### config.mk
export PLATFORM = sky130hd
export DESIGN_NAME = raster_ctl
export DESIGN_NICKNAME = d
export VERILOG_FILES = /design/src/rtl/raster_ctl_pkg.sv /design/src/rtl/raster_ctl_evt.sv /design/src/rtl/raster_ctl_seq.sv /design/src/rtl/raster_ctl_irq.sv /design/src/rtl/raster_ctl.sv
export SDC_FILE = /design/constraint.sdc
export NUM_CORES = 1
export LEC_CHECK = 0
export ABC_CLOCK_PERIOD_IN_PS = 3600
export BUFFER_PORTS_ARGS = -buffer_cell sky130_fd_sc_hd__buf_2
export CORE_AREA = 4 4 41 43
export DETAILED_ROUTE_END_ITERATION = 7
export DIE_AREA = 0 0 45 47
export GPL_ROUTABILITY_DRIVEN = 0
export GPL_TIMING_DRIVEN = 0
export HOLD_SLACK_MARGIN = 0.02
export PLACE_DENSITY = 0.72
export SYNTH_ARGS = -nofsm -noshare
export SYNTH_HDL_FRONTEND = slang
export SYNTH_SLANG_ARGS = --single-unit
### constraint.sdc
create_clock -name clk -period 3.6 [get_ports clk]
set_input_delay 0.18 -clock clk [delete_from_list [all_inputs] [get_ports clk]]
set_output_delay 0.18 -clock clk [all_outputs]
set_load 0.05 [all_outputs]
### src/rtl/raster_ctl_pkg.sv
package raster_ctl_pkg;

  localparam int unsigned STS_W  = 4;
  localparam int unsigned STS_FD = 0;
  localparam int unsigned STS_SL = 1;
  localparam int unsigned STS_UF = 2;
  localparam int unsigned STS_PD = 3;

  typedef enum logic [2:0] {
    SEQ_IDLE  = 3'd0,
    SEQ_PAL   = 3'd1,
    SEQ_ARM   = 3'd2,
    SEQ_SCAN  = 3'd3,
    SEQ_DRAIN = 3'd4
  } seq_state_e;

  // set wins over a clear of the same bit
  function automatic logic [STS_W-1:0] sts_update(
    input logic [STS_W-1:0] cur,
    input logic [STS_W-1:0] set,
    input logic [STS_W-1:0] clr
  );
    return (cur & ~clr) | set;
  endfunction

  function automatic logic irq_pending(
    input logic [STS_W-1:0] sts,
    input logic [STS_W-1:0] mask
  );
    return |(sts & mask);
  endfunction

  function automatic logic is_live(input seq_state_e st);
    return (st == SEQ_SCAN) || (st == SEQ_DRAIN);
  endfunction

endpackage

### src/rtl/raster_ctl_evt.sv
module raster_ctl_evt (
  input  logic live_i,
  input  logic pix_req_i,
  input  logic line_first_i,
  input  logic fifo_empty_i,
  output logic uf_evt_o,
  output logic sl_evt_o
);
  // starvation only counts while output is live
  always_comb begin
    uf_evt_o = live_i & pix_req_i & fifo_empty_i;
    sl_evt_o = uf_evt_o & line_first_i;
  end
endmodule

### src/rtl/raster_ctl_seq.sv
module raster_ctl_seq
  import raster_ctl_pkg::*;
(
  input  logic clk,
  input  logic rst_n,
  input  logic main_rst_i,
  input  logic en_i,
  input  logic pal_data_only_i,
  input  logic pal_ack_i,
  input  logic frame_start_i,
  input  logic frame_end_i,
  input  logic sl_evt_i,
  output logic pal_fetch_o,
  output logic live_o,
  output logic pd_evt_o,
  output logic fd_evt_o
);
  seq_state_e st_q, st_d;

  always_comb begin
    st_d     = st_q;
    pd_evt_o = 1'b0;
    fd_evt_o = 1'b0;
    unique case (st_q)
      SEQ_IDLE: begin
        if (en_i) st_d = pal_data_only_i ? SEQ_ARM : SEQ_PAL;
      end
      SEQ_PAL: begin
        if (pal_ack_i) begin
          pd_evt_o = 1'b1;
          st_d     = SEQ_ARM;
        end
      end
      SEQ_ARM: begin
        if (!en_i)              st_d = SEQ_IDLE;
        else if (frame_start_i) st_d = SEQ_SCAN;
      end
      SEQ_SCAN: begin
        if (sl_evt_i) begin
          if (en_i) st_d = SEQ_ARM;
          else begin
            st_d     = SEQ_IDLE;
            fd_evt_o = 1'b1;
          end
        end else if (!en_i && frame_end_i) begin
          st_d     = SEQ_IDLE;
          fd_evt_o = 1'b1;
        end else if (!en_i) begin
          st_d = SEQ_DRAIN;
        end
      end
      SEQ_DRAIN: begin
        if (frame_end_i || sl_evt_i) begin
          st_d     = SEQ_IDLE;
          fd_evt_o = 1'b1;
        end
      end
      default: st_d = SEQ_IDLE;
    endcase
    if (main_rst_i) begin
      st_d     = SEQ_IDLE;
      pd_evt_o = 1'b0;
      fd_evt_o = 1'b0;
    end
  end

  always_ff @(posedge clk or negedge rst_n) begin
    if (!rst_n) st_q <= SEQ_IDLE;
    else        st_q <= st_d;
  end

  always_comb begin
    live_o      = is_live(st_q);
    pal_fetch_o = (st_q == SEQ_PAL);
  end
endmodule

### src/rtl/raster_ctl_irq.sv
module raster_ctl_irq
  import raster_ctl_pkg::*;
#(
  parameter int unsigned W = STS_W
) (
  input  logic         clk,
  input  logic         rst_n,
  input  logic         main_rst_i,
  input  logic [W-1:0] set_i,
  input  logic [W-1:0] clr_i,
  input  logic [W-1:0] mask_i,
  input  logic         eoi_i,
  output logic [W-1:0] sts_o,
  output logic         irq_o
);
  logic [W-1:0] sts_q;
  logic         armed_q;
  logic         irq_q;
  logic         fire;

  always_comb fire = armed_q & irq_pending(sts_q, mask_i);

  always_ff @(posedge clk or negedge rst_n) begin
    if (!rst_n) begin
      sts_q   <= '0;
      armed_q <= 1'b1;
      irq_q   <= 1'b0;
    end else if (main_rst_i) begin
      sts_q   <= '0;
      armed_q <= 1'b1;
      irq_q   <= 1'b0;
    end else begin
      sts_q   <= sts_update(sts_q, set_i, clr_i);
      irq_q   <= fire;
      if (fire)       armed_q <= 1'b0;
      else if (eoi_i) armed_q <= 1'b1;
    end
  end

  always_comb begin
    sts_o = sts_q;
    irq_o = irq_q;
  end
endmodule

### src/rtl/raster_ctl.sv
module raster_ctl
  import raster_ctl_pkg::*;
(
  input  logic             clk,
  input  logic             rst_n,
  input  logic             main_rst_i,
  input  logic             raster_en_i,
  input  logic             pal_data_only_i,
  input  logic             pal_ack_i,
  input  logic             frame_start_i,
  input  logic             frame_end_i,
  input  logic             pix_req_i,
  input  logic             line_first_i,
  input  logic             fifo_empty_i,
  input  logic [STS_W-1:0] sts_clr_i,
  input  logic [STS_W-1:0] irq_mask_i,
  input  logic             eoi_i,
  output logic             pal_fetch_o,
  output logic             raster_on_o,
  output logic [STS_W-1:0] status_o,
  output logic             irq_o
);
  logic             live;
  logic             uf_evt;
  logic             sl_evt;
  logic             pd_evt;
  logic             fd_evt;
  logic [STS_W-1:0] set_vec;

  raster_ctl_evt u_evt (
    .live_i       (live),
    .pix_req_i    (pix_req_i),
    .line_first_i (line_first_i),
    .fifo_empty_i (fifo_empty_i),
    .uf_evt_o     (uf_evt),
    .sl_evt_o     (sl_evt)
  );

  raster_ctl_seq u_seq (
    .clk             (clk),
    .rst_n           (rst_n),
    .main_rst_i      (main_rst_i),
    .en_i            (raster_en_i),
    .pal_data_only_i (pal_data_only_i),
    .pal_ack_i       (pal_ack_i),
    .frame_start_i   (frame_start_i),
    .frame_end_i     (frame_end_i),
    .sl_evt_i        (sl_evt),
    .pal_fetch_o     (pal_fetch_o),
    .live_o          (live),
    .pd_evt_o        (pd_evt),
    .fd_evt_o        (fd_evt)
  );

  always_comb begin
    set_vec         = '0;
    set_vec[STS_FD] = fd_evt;
    set_vec[STS_SL] = sl_evt;
    set_vec[STS_UF] = uf_evt;
    set_vec[STS_PD] = pd_evt;
  end

  raster_ctl_irq #(.W(STS_W)) u_irq (
    .clk        (clk),
    .rst_n      (rst_n),
    .main_rst_i (main_rst_i),
    .set_i      (set_vec),
    .clr_i      (sts_clr_i),
    .mask_i     (irq_mask_i),
    .eoi_i      (eoi_i),
    .sts_o      (status_o),
    .irq_o      (irq_o)
  );

  always_comb raster_on_o = live;
endmodule

==> results of run 1 <==
## placed cells by master, fill, tap and decap left out, drive strengths merged, types with 2 or more instances in the layout
cell type and instances:
buf 28, dfrtp 8, nor2 7, clkbuf 6
o21ai 5, a21oi 4, nand2b 3, inv 2
nor2b 2, nor3 2, nand3 2, o31ai 2
nand2 2, nor4 2, nor3b 2
## layer usage
layer / GRT usage / wire, um / vias up
met1: 0.184 / 582 / 248
met2: 0.240 / 628 / 29
li1: - / - / 273
met3: 0.0230 / 108 / 8
met4: 0.0877 / 24 / 0
met5: 0 / 0 / -
## power by group through the flow
stage / combinational, uW / clock [uW] / sequential, uW
2_1_floorplan: 33.2 / 0 / 112
3_3_place_gp: 56.3 / 0 / 109
3_5_place_dp: 57.1 / 0 / 109
4_1_cts: 58.1 / 80.8 / 108
5_1_grt: 63.4 / 83.6 / 108
6_report: 58.2 / 78.9 / 108
## cell type report
| type | instances | area [um2] | area share |
|---|---|---|---|
| repair buffers | 27 | 140 | 0.192 |
| inverters | 2 | 7.51 | 0.0103 |
| plain buffers | 4 | 23.8 | 0.0326 |
| multi-input cells | 43 | 285 | 0.392 |
| flip-flops and latches | 9 | 226 | 0.311 |
| well taps | 15 | 18.8 | 0.0258 |
| clock buffers | 4 | 26.3 | 0.0361 |
## cells by family (layout without fill, tap and decap cells)
kind of cell | Yosys count | in the layout | synth area share
simple gates | 26 | 26 | 0.286
compound gates | 17 | 17 | 0.240
flops | 9 | 9 | 0.417
buf+inv | 6 | 37 | 0.0576
## synthesized netlist by cell type, drive strengths merged
cell	number	area share
nand2b	3	0.048
nor3b	2	0.037
a221oi	1	0.016
nand3b	1	0.014
buf	2	0.030
clkbuf	2	0.014
or2b	1	0.014
dfstp	1	0.048
a2111oi	1	0.051
o31ai	2	0.028
inv	2	0.014
o22ai	1	0.012
a22o	1	0.016
a21oi	4	0.037
a32oi	1	0.016
nor4	2	0.023
and3	1	0.012
nor3	2	0.018
nor2	7	0.048
nand2	2	0.014
o21ai	5	0.046
nor4b	1	0.016
o32a	1	0.018
nand3	2	0.018
dfrtp	8	0.37
nor2b	2	0.023
## worst max-delay path by stage
stage	start	end	slack, ns	cells after the start
detailed placement	u_seq.st_q[0]	u_seq.st_q[1]	2.19	5
global route	u_seq.st_q[1]	raster_on_o	1.82	4
global placement	u_seq.st_q[0]	u_seq.st_q[1]	2.20	5
floorplan	u_seq.st_q[0]	u_irq.sts_o[2]	1.79	5
CTS	u_seq.st_q[0]	raster_on_o	1.91	4
finish	u_seq.st_q[0]	raster_on_o	1.93	4
## sequential cells by signal, summed over array words and instances (netlist names)
register,count
u_irq.armed_q,1
u_irq.irq_o,1
u_irq.sts_o,4
u_seq.st_q,3
## critical path, delay by kind of cell, from the launching register on
kind / cells / cell delay (ns)
flops: 1 / 0.37
simple gates: 1 / 0.17
buf+inv: 2 / 0.44
compound gates: 1 / 0.23
## metrics by stage
step                      power [uW]  hold slack [ns]
after floorplan                  145           -0.116
after global placement           166           0.0420
after detailed placement         167           0.0482
after CTS                        246            0.109
after global routing             255            0.119
final                            245            0.123
==> impl_metrics.csv, run 1 <==
group,metric,value,unit
run_status,status,"finished, final reports clean",
critical_path,cp_data_required_time,3.42,ns
power,combPwrFrac,0.238,
detailed_routing,drtAntennaViolNets,0,
sta,finalCritPeriodShare,0.463,
floorplanning,die_h,47,um
sta,max_freq,0.599,GHz
placement,dp_worst_setup_slack,2.19,ns
floorplanning,io_pins,27,
critical_path,crit_type,"flop to output pin",
synth,yosysUniqueCellTypes,30,
clocking,cts_buffer_depth,2,
placement,dp_hpwl,1050,um
critical_path,slowest_stage,"dfrtp_1",
layout,utilization,0.560,
layout,nFillCells,133,
clocking,clkLatencyLatePin,0.26,ns
critical_path,end_kind,"output pin",
power,ir_drop,0.169,mV
grt,grt_max_degree,11,
layout,diodes,0,
clocking,cts_max_level,1,
detailed_routing,first_pass_iters,4,
synth,syn-num-nets,78,
sta,finalHoldViolCount,0,
sta,worst_slew_pin_slew,0.451,ns
sta,setup_ws,1.93,ns
detailed_routing,routed-via-count,558,
sta,setup_tns,0,ns
floorplanning,initial_core_util,0.417,
power,power_switching,72.7,uW
placement,place_area,692,um2
grt,grt_pass1_wl,2240,um
clocking,cts_resized,0,
power,p_seq_frac,0.440,
clocking,cts_tree,"yes",
detailed_routing,routed_wl,1340,um
grt,grtUsageTotal,0.147,
sta,setup_viol,0,
layout,nets,110,
worst_hold_path,whs_endpoint,"u_seq.st_q[2]",
clocking,cts-root-buf,"clkbuf_4",
critical_path,worstReg2RegEnd,"u_seq.st_q[1]",
power,internal-power,172,uW
critical_path,reg2reg_setup_slack,2.17,ns
critical_path,cp-start-kind,"flop",
layout,fin_area,728,um2
placement,dp.cells,99,
sta,layout_min_cycle_time,1.67,ns
detailed_routing,drc,0,
job,maxCapViolCount,0,
clocking,cts_setup_buffers,0,
layout,layout.cells.non_filler,104,
synth,yosysSeqAreaShare,0.417,
critical_path,max_stage_delay,0.37,ns
floorplanning,die_area,2120,um2
placement,portBuffers,26,
critical_path,crit_path_cell_trace,"buf_6 -> nand2b_1 -> o21ai_1 -> buf_2",
clocking,cts.sinks,9,
worst_hold_path,hold_depth,2,
grt,grt-ovfl-total,0,
critical_path,critPathArrivalTime,1.49,ns
critical_path,reg2reg_from,"u_seq.st_q[0]",
critical_path,ff2ff_path_depth,5,
clocking,hold_buffers,1,
sta,slew_viol_final,0,
synth,yosys_warnings,0,
critical_path,worstPathMaxFanout,10,
layout,area_delta_synth_final,34.1,%
synth,synth_area,543,um2
grt,grt_pass1_vias,518,
synth,syn_area_per_cell,9.36,um2
sta,skew,0.00442,ns
worst_hold_path,min_from,"frame_end_i",
worst_hold_path,min-delay-path-class,"primary input to flop",
clocking,numCtsBuffers,3,
power,p_sw_frac,0.297,
power,p_per_area,336,nW/um2
power,p_clk_frac,0.322,
detailed_routing,wl_per_cell,12.9,um
synth,yosys_register_bits,9,
clocking,clkSlewWorstSetupHoldPaths,0.06,ns
floorplanning,rows,13,
sta,maxSlewHeadroom,0.699,
sta,rsz0062_at_grt,"no",
detailed_routing,post_drt_via_cell_ratio,5.37,
layout,layout-drive-gt1-share,0.393,
synth,syn_inst,58,
floorplanning,die_x,45,um
detailed_routing,drtIter0Drc,9,
grt,antenna_found_initial,0,
floorplanning,design.core.area,1300,um2
power,cellLeakagePower,0.000348,uW
Power figures use the tool's default switching activity.
==> run 2: changes to the inputs <==
- ABC_CLOCK_PERIOD_IN_PS: 3600 -> 1350
- CORE_AREA: 4 4 41 43 -> default
- CORE_MARGIN: default -> 4
- CORE_UTILIZATION: default -> 38
- DIE_AREA: 0 0 45 47 -> default
- PLACE_DENSITY: 0.72 -> 0.71
- clock period: 3.6 -> 1.35 ns (I/O delays scaled with it)
==> run 2 against run 1 <==
  * The run now ends with negative setup slack left
  * Sequential power rose to 2.7 times the previous value
  * Largest cell class unchanged
  * Largest power group unchanged
  * Register-to-register slack got worse by 2.2 ns
  * Critical path type is now flop to flop
  * Utilization rose by 8.2 points
  * Via count rose by 8.1%
  * Clock power increased to 2.6 times the previous value
  * Wire length increased by 6.6%
  * Highest routed layer is now met3
==> impl_metrics.csv, run 2 (synthesized netlist as in run 1, its figures left out) <==
group,metric,value,unit
sta,slew_viol_final,0,
critical_path,cp-start-kind,"flop",
critical_path,ff2ff_path_depth,4,
critical_path,crit_path_cell_trace,"nand2b_4 -> a2111oi_4 -> a21oi_1 -> o31ai_1",
critical_path,critPathArrivalTime,1.52,ns
critical_path,worstReg2RegEnd,"u_seq.st_q[1]",
sta,setup_tns,-0.0284,ns
placement,portBuffers,26,
grt,grtUsageTotal,0.158,
layout,seqCellArea,229,um2
clocking,cts_max_level,1,
clocking,cts_buffer_depth,2,
floorplanning,io_pins,27,
layout,area_delta_synth_final,55.8,%
critical_path,cp.buffers_inverters,0,
detailed_routing,post_drt_via_cell_ratio,5.38,
worst_hold_path,whs_endpoint,"u_irq.armed_q",
detailed_routing,drtIter0Drc,7,
run_status,violations,"negative setup slack",
placement,dp_worst_setup_slack,-0.126,ns
layout,nets,118,
grt,grt_max_degree,11,
layout,nFillCells,117,
clocking,clkSlewWorstSetupHoldPaths,0.06,ns
layout,largest_register_ffs,4,
critical_path,crit_type,"flop to flop",
grt,grt-ovfl-total,0,
clocking,cts_tree,"yes",
critical_path,crit_family,"compound AO/OA/AOI/OAI gates",
sta,max_freq,0.729,GHz
floorplanning,die_area,2100,um2
placement,dp_hpwl,1020,um
layout,final_cell_mix,"buf_2, buf_4, nor2_1, dfrtp_1, a21oi_1",
floorplanning,initial_core_util,0.412,
power,p_per_area,831,nW/um2
detailed_routing,routed_wl,1430,um
worst_hold_path,min_from,"eoi_i",
critical_path,reg2reg_from,"u_seq.st_q[0]",
sta,finalCritPeriodShare,1.02,
layout,layout-drive-gt1-share,0.495,
critical_path,slowest_stage,"dfrtp_2",
critical_path,reg2reg_setup_slack,-0.02,ns
sta,finalHoldViolCount,0,
floorplanning,die_x,45.8,um
sta,worst_slew_pin_slew,0.420,ns
layout,final_common_cell,"buf_2",
sta,rsz0062_at_grt,"yes",
clocking,numCtsBuffers,3,
sta,skew,0.00229,ns
job,maxCapViolCount,0,
sta,setup_ws,-0.0215,ns
floorplanning,die_h,45.8,um
layout,multiInputGateArea,315,um2
critical_path,max_stage_delay,0.44,ns
floorplanning,rows,13,
sta,maxSlewHeadroom,0.720,
critical_path,cp_data_required_time,1.50,ns
detailed_routing,first_pass_iters,4,
grt,grt_pass1_vias,545,
clocking,cts-root-buf,"clkbuf_4",
grt,grt_pass1_wl,2410,um
critical_path,end_kind,"flop",
floorplanning,design.core.area,1320,um2
power,ir_drop,0.497,mV
critical_path,worstPathMaxFanout,6,
worst_hold_path,min-delay-path-class,"primary input to flop",
detailed_routing,drc,0,
detailed_routing,routed-via-count,603,
detailed_routing,wl_per_cell,12.8,um
clocking,clkLatencyLatePin,0.26,ns
layout,diodes,0,
sta,setup_viol,2,
grt,antenna_found_initial,0,
power,cellLeakagePower,0.000396,uW
run_status,status,"finished, violations left",
worst_hold_path,hold_depth,3,
clocking,cts.sinks,9,
detailed_routing,drtAntennaViolNets,0,
sta,layout_min_cycle_time,1.37,ns
## run 2: how the worst max path moves through the flow
stage                   from             end  slack [ns]  cells past startpoint
3_5_place_dp   u_seq.st_q[0]   u_seq.st_q[1]       -0.13                      5
4_1_cts        u_seq.st_q[0]   u_seq.st_q[1]       -0.06                      5
5_1_grt        u_seq.st_q[2]   u_seq.st_q[1]       -0.10                      4
2_1_floorplan  u_seq.st_q[0]  u_irq.sts_o[2]       0.002                      5
6_report       u_seq.st_q[0]   u_seq.st_q[1]       -0.02                      4
3_3_place_gp   u_seq.st_q[0]   u_seq.st_q[1]       -0.06                      5
## run 2: final cells by class
| class | instances | share of cell area |
|---|---|---|
| multi-input cells | 43 | 0.373 |
| repair buffers | 36 | 0.272 |
| flip-flops and latches | 9 | 0.271 |
| clock buffers | 4 | 0.0311 |
| plain buffers | 3 | 0.0222 |
| well taps | 15 | 0.0222 |
| inverters | 2 | 0.00888 |
## run 2: power breakdown
part	switching (uW)	internal, uW	leakage, uW
Combinational	102	105	0.000263
Sequential	11.7	281	0.000118
Clock	90.0	114	0.0000150
## run 2: metrics by stage
step           hold WS [ns]  instances  power [uW]  instance area [um2]  utilization
6_report             0.0403        112         703                  846        0.642
5_1_grt              0.0449        112         746                  846        0.642
4_1_cts              0.0286        109         691                  807        0.613
3_5_place_dp        -0.0741         99         452                  711        0.539
3_3_place_gp        -0.0740         99         450                  711        0.539
2_1_floorplan        -0.228         58         395                  562            -
## run 2: tightest hold or removal path, stage by stage
cell    delay, ns
buf_2        0.08
nor3_1       0.03
nor2_1       0.08
## run 2: repair_timing
item | CTS | global route
endpoints found under the setup margin | 5 | 5
resized for setup | 7 | 6
hold endpoints to repair | 10 | 0
hold buffers | 2 | 0
buffers inserted | 4 | 4
pin swaps | 2 | 5
## run 2: layer usage
layer	GRT usage	wire length (um)	up-vias
li1	-	-	290
met1	0.229	639	282
met5	0	0	-
met2	0.228	644	31
met4	0.0170	0	0
met3	0.0632	148	0
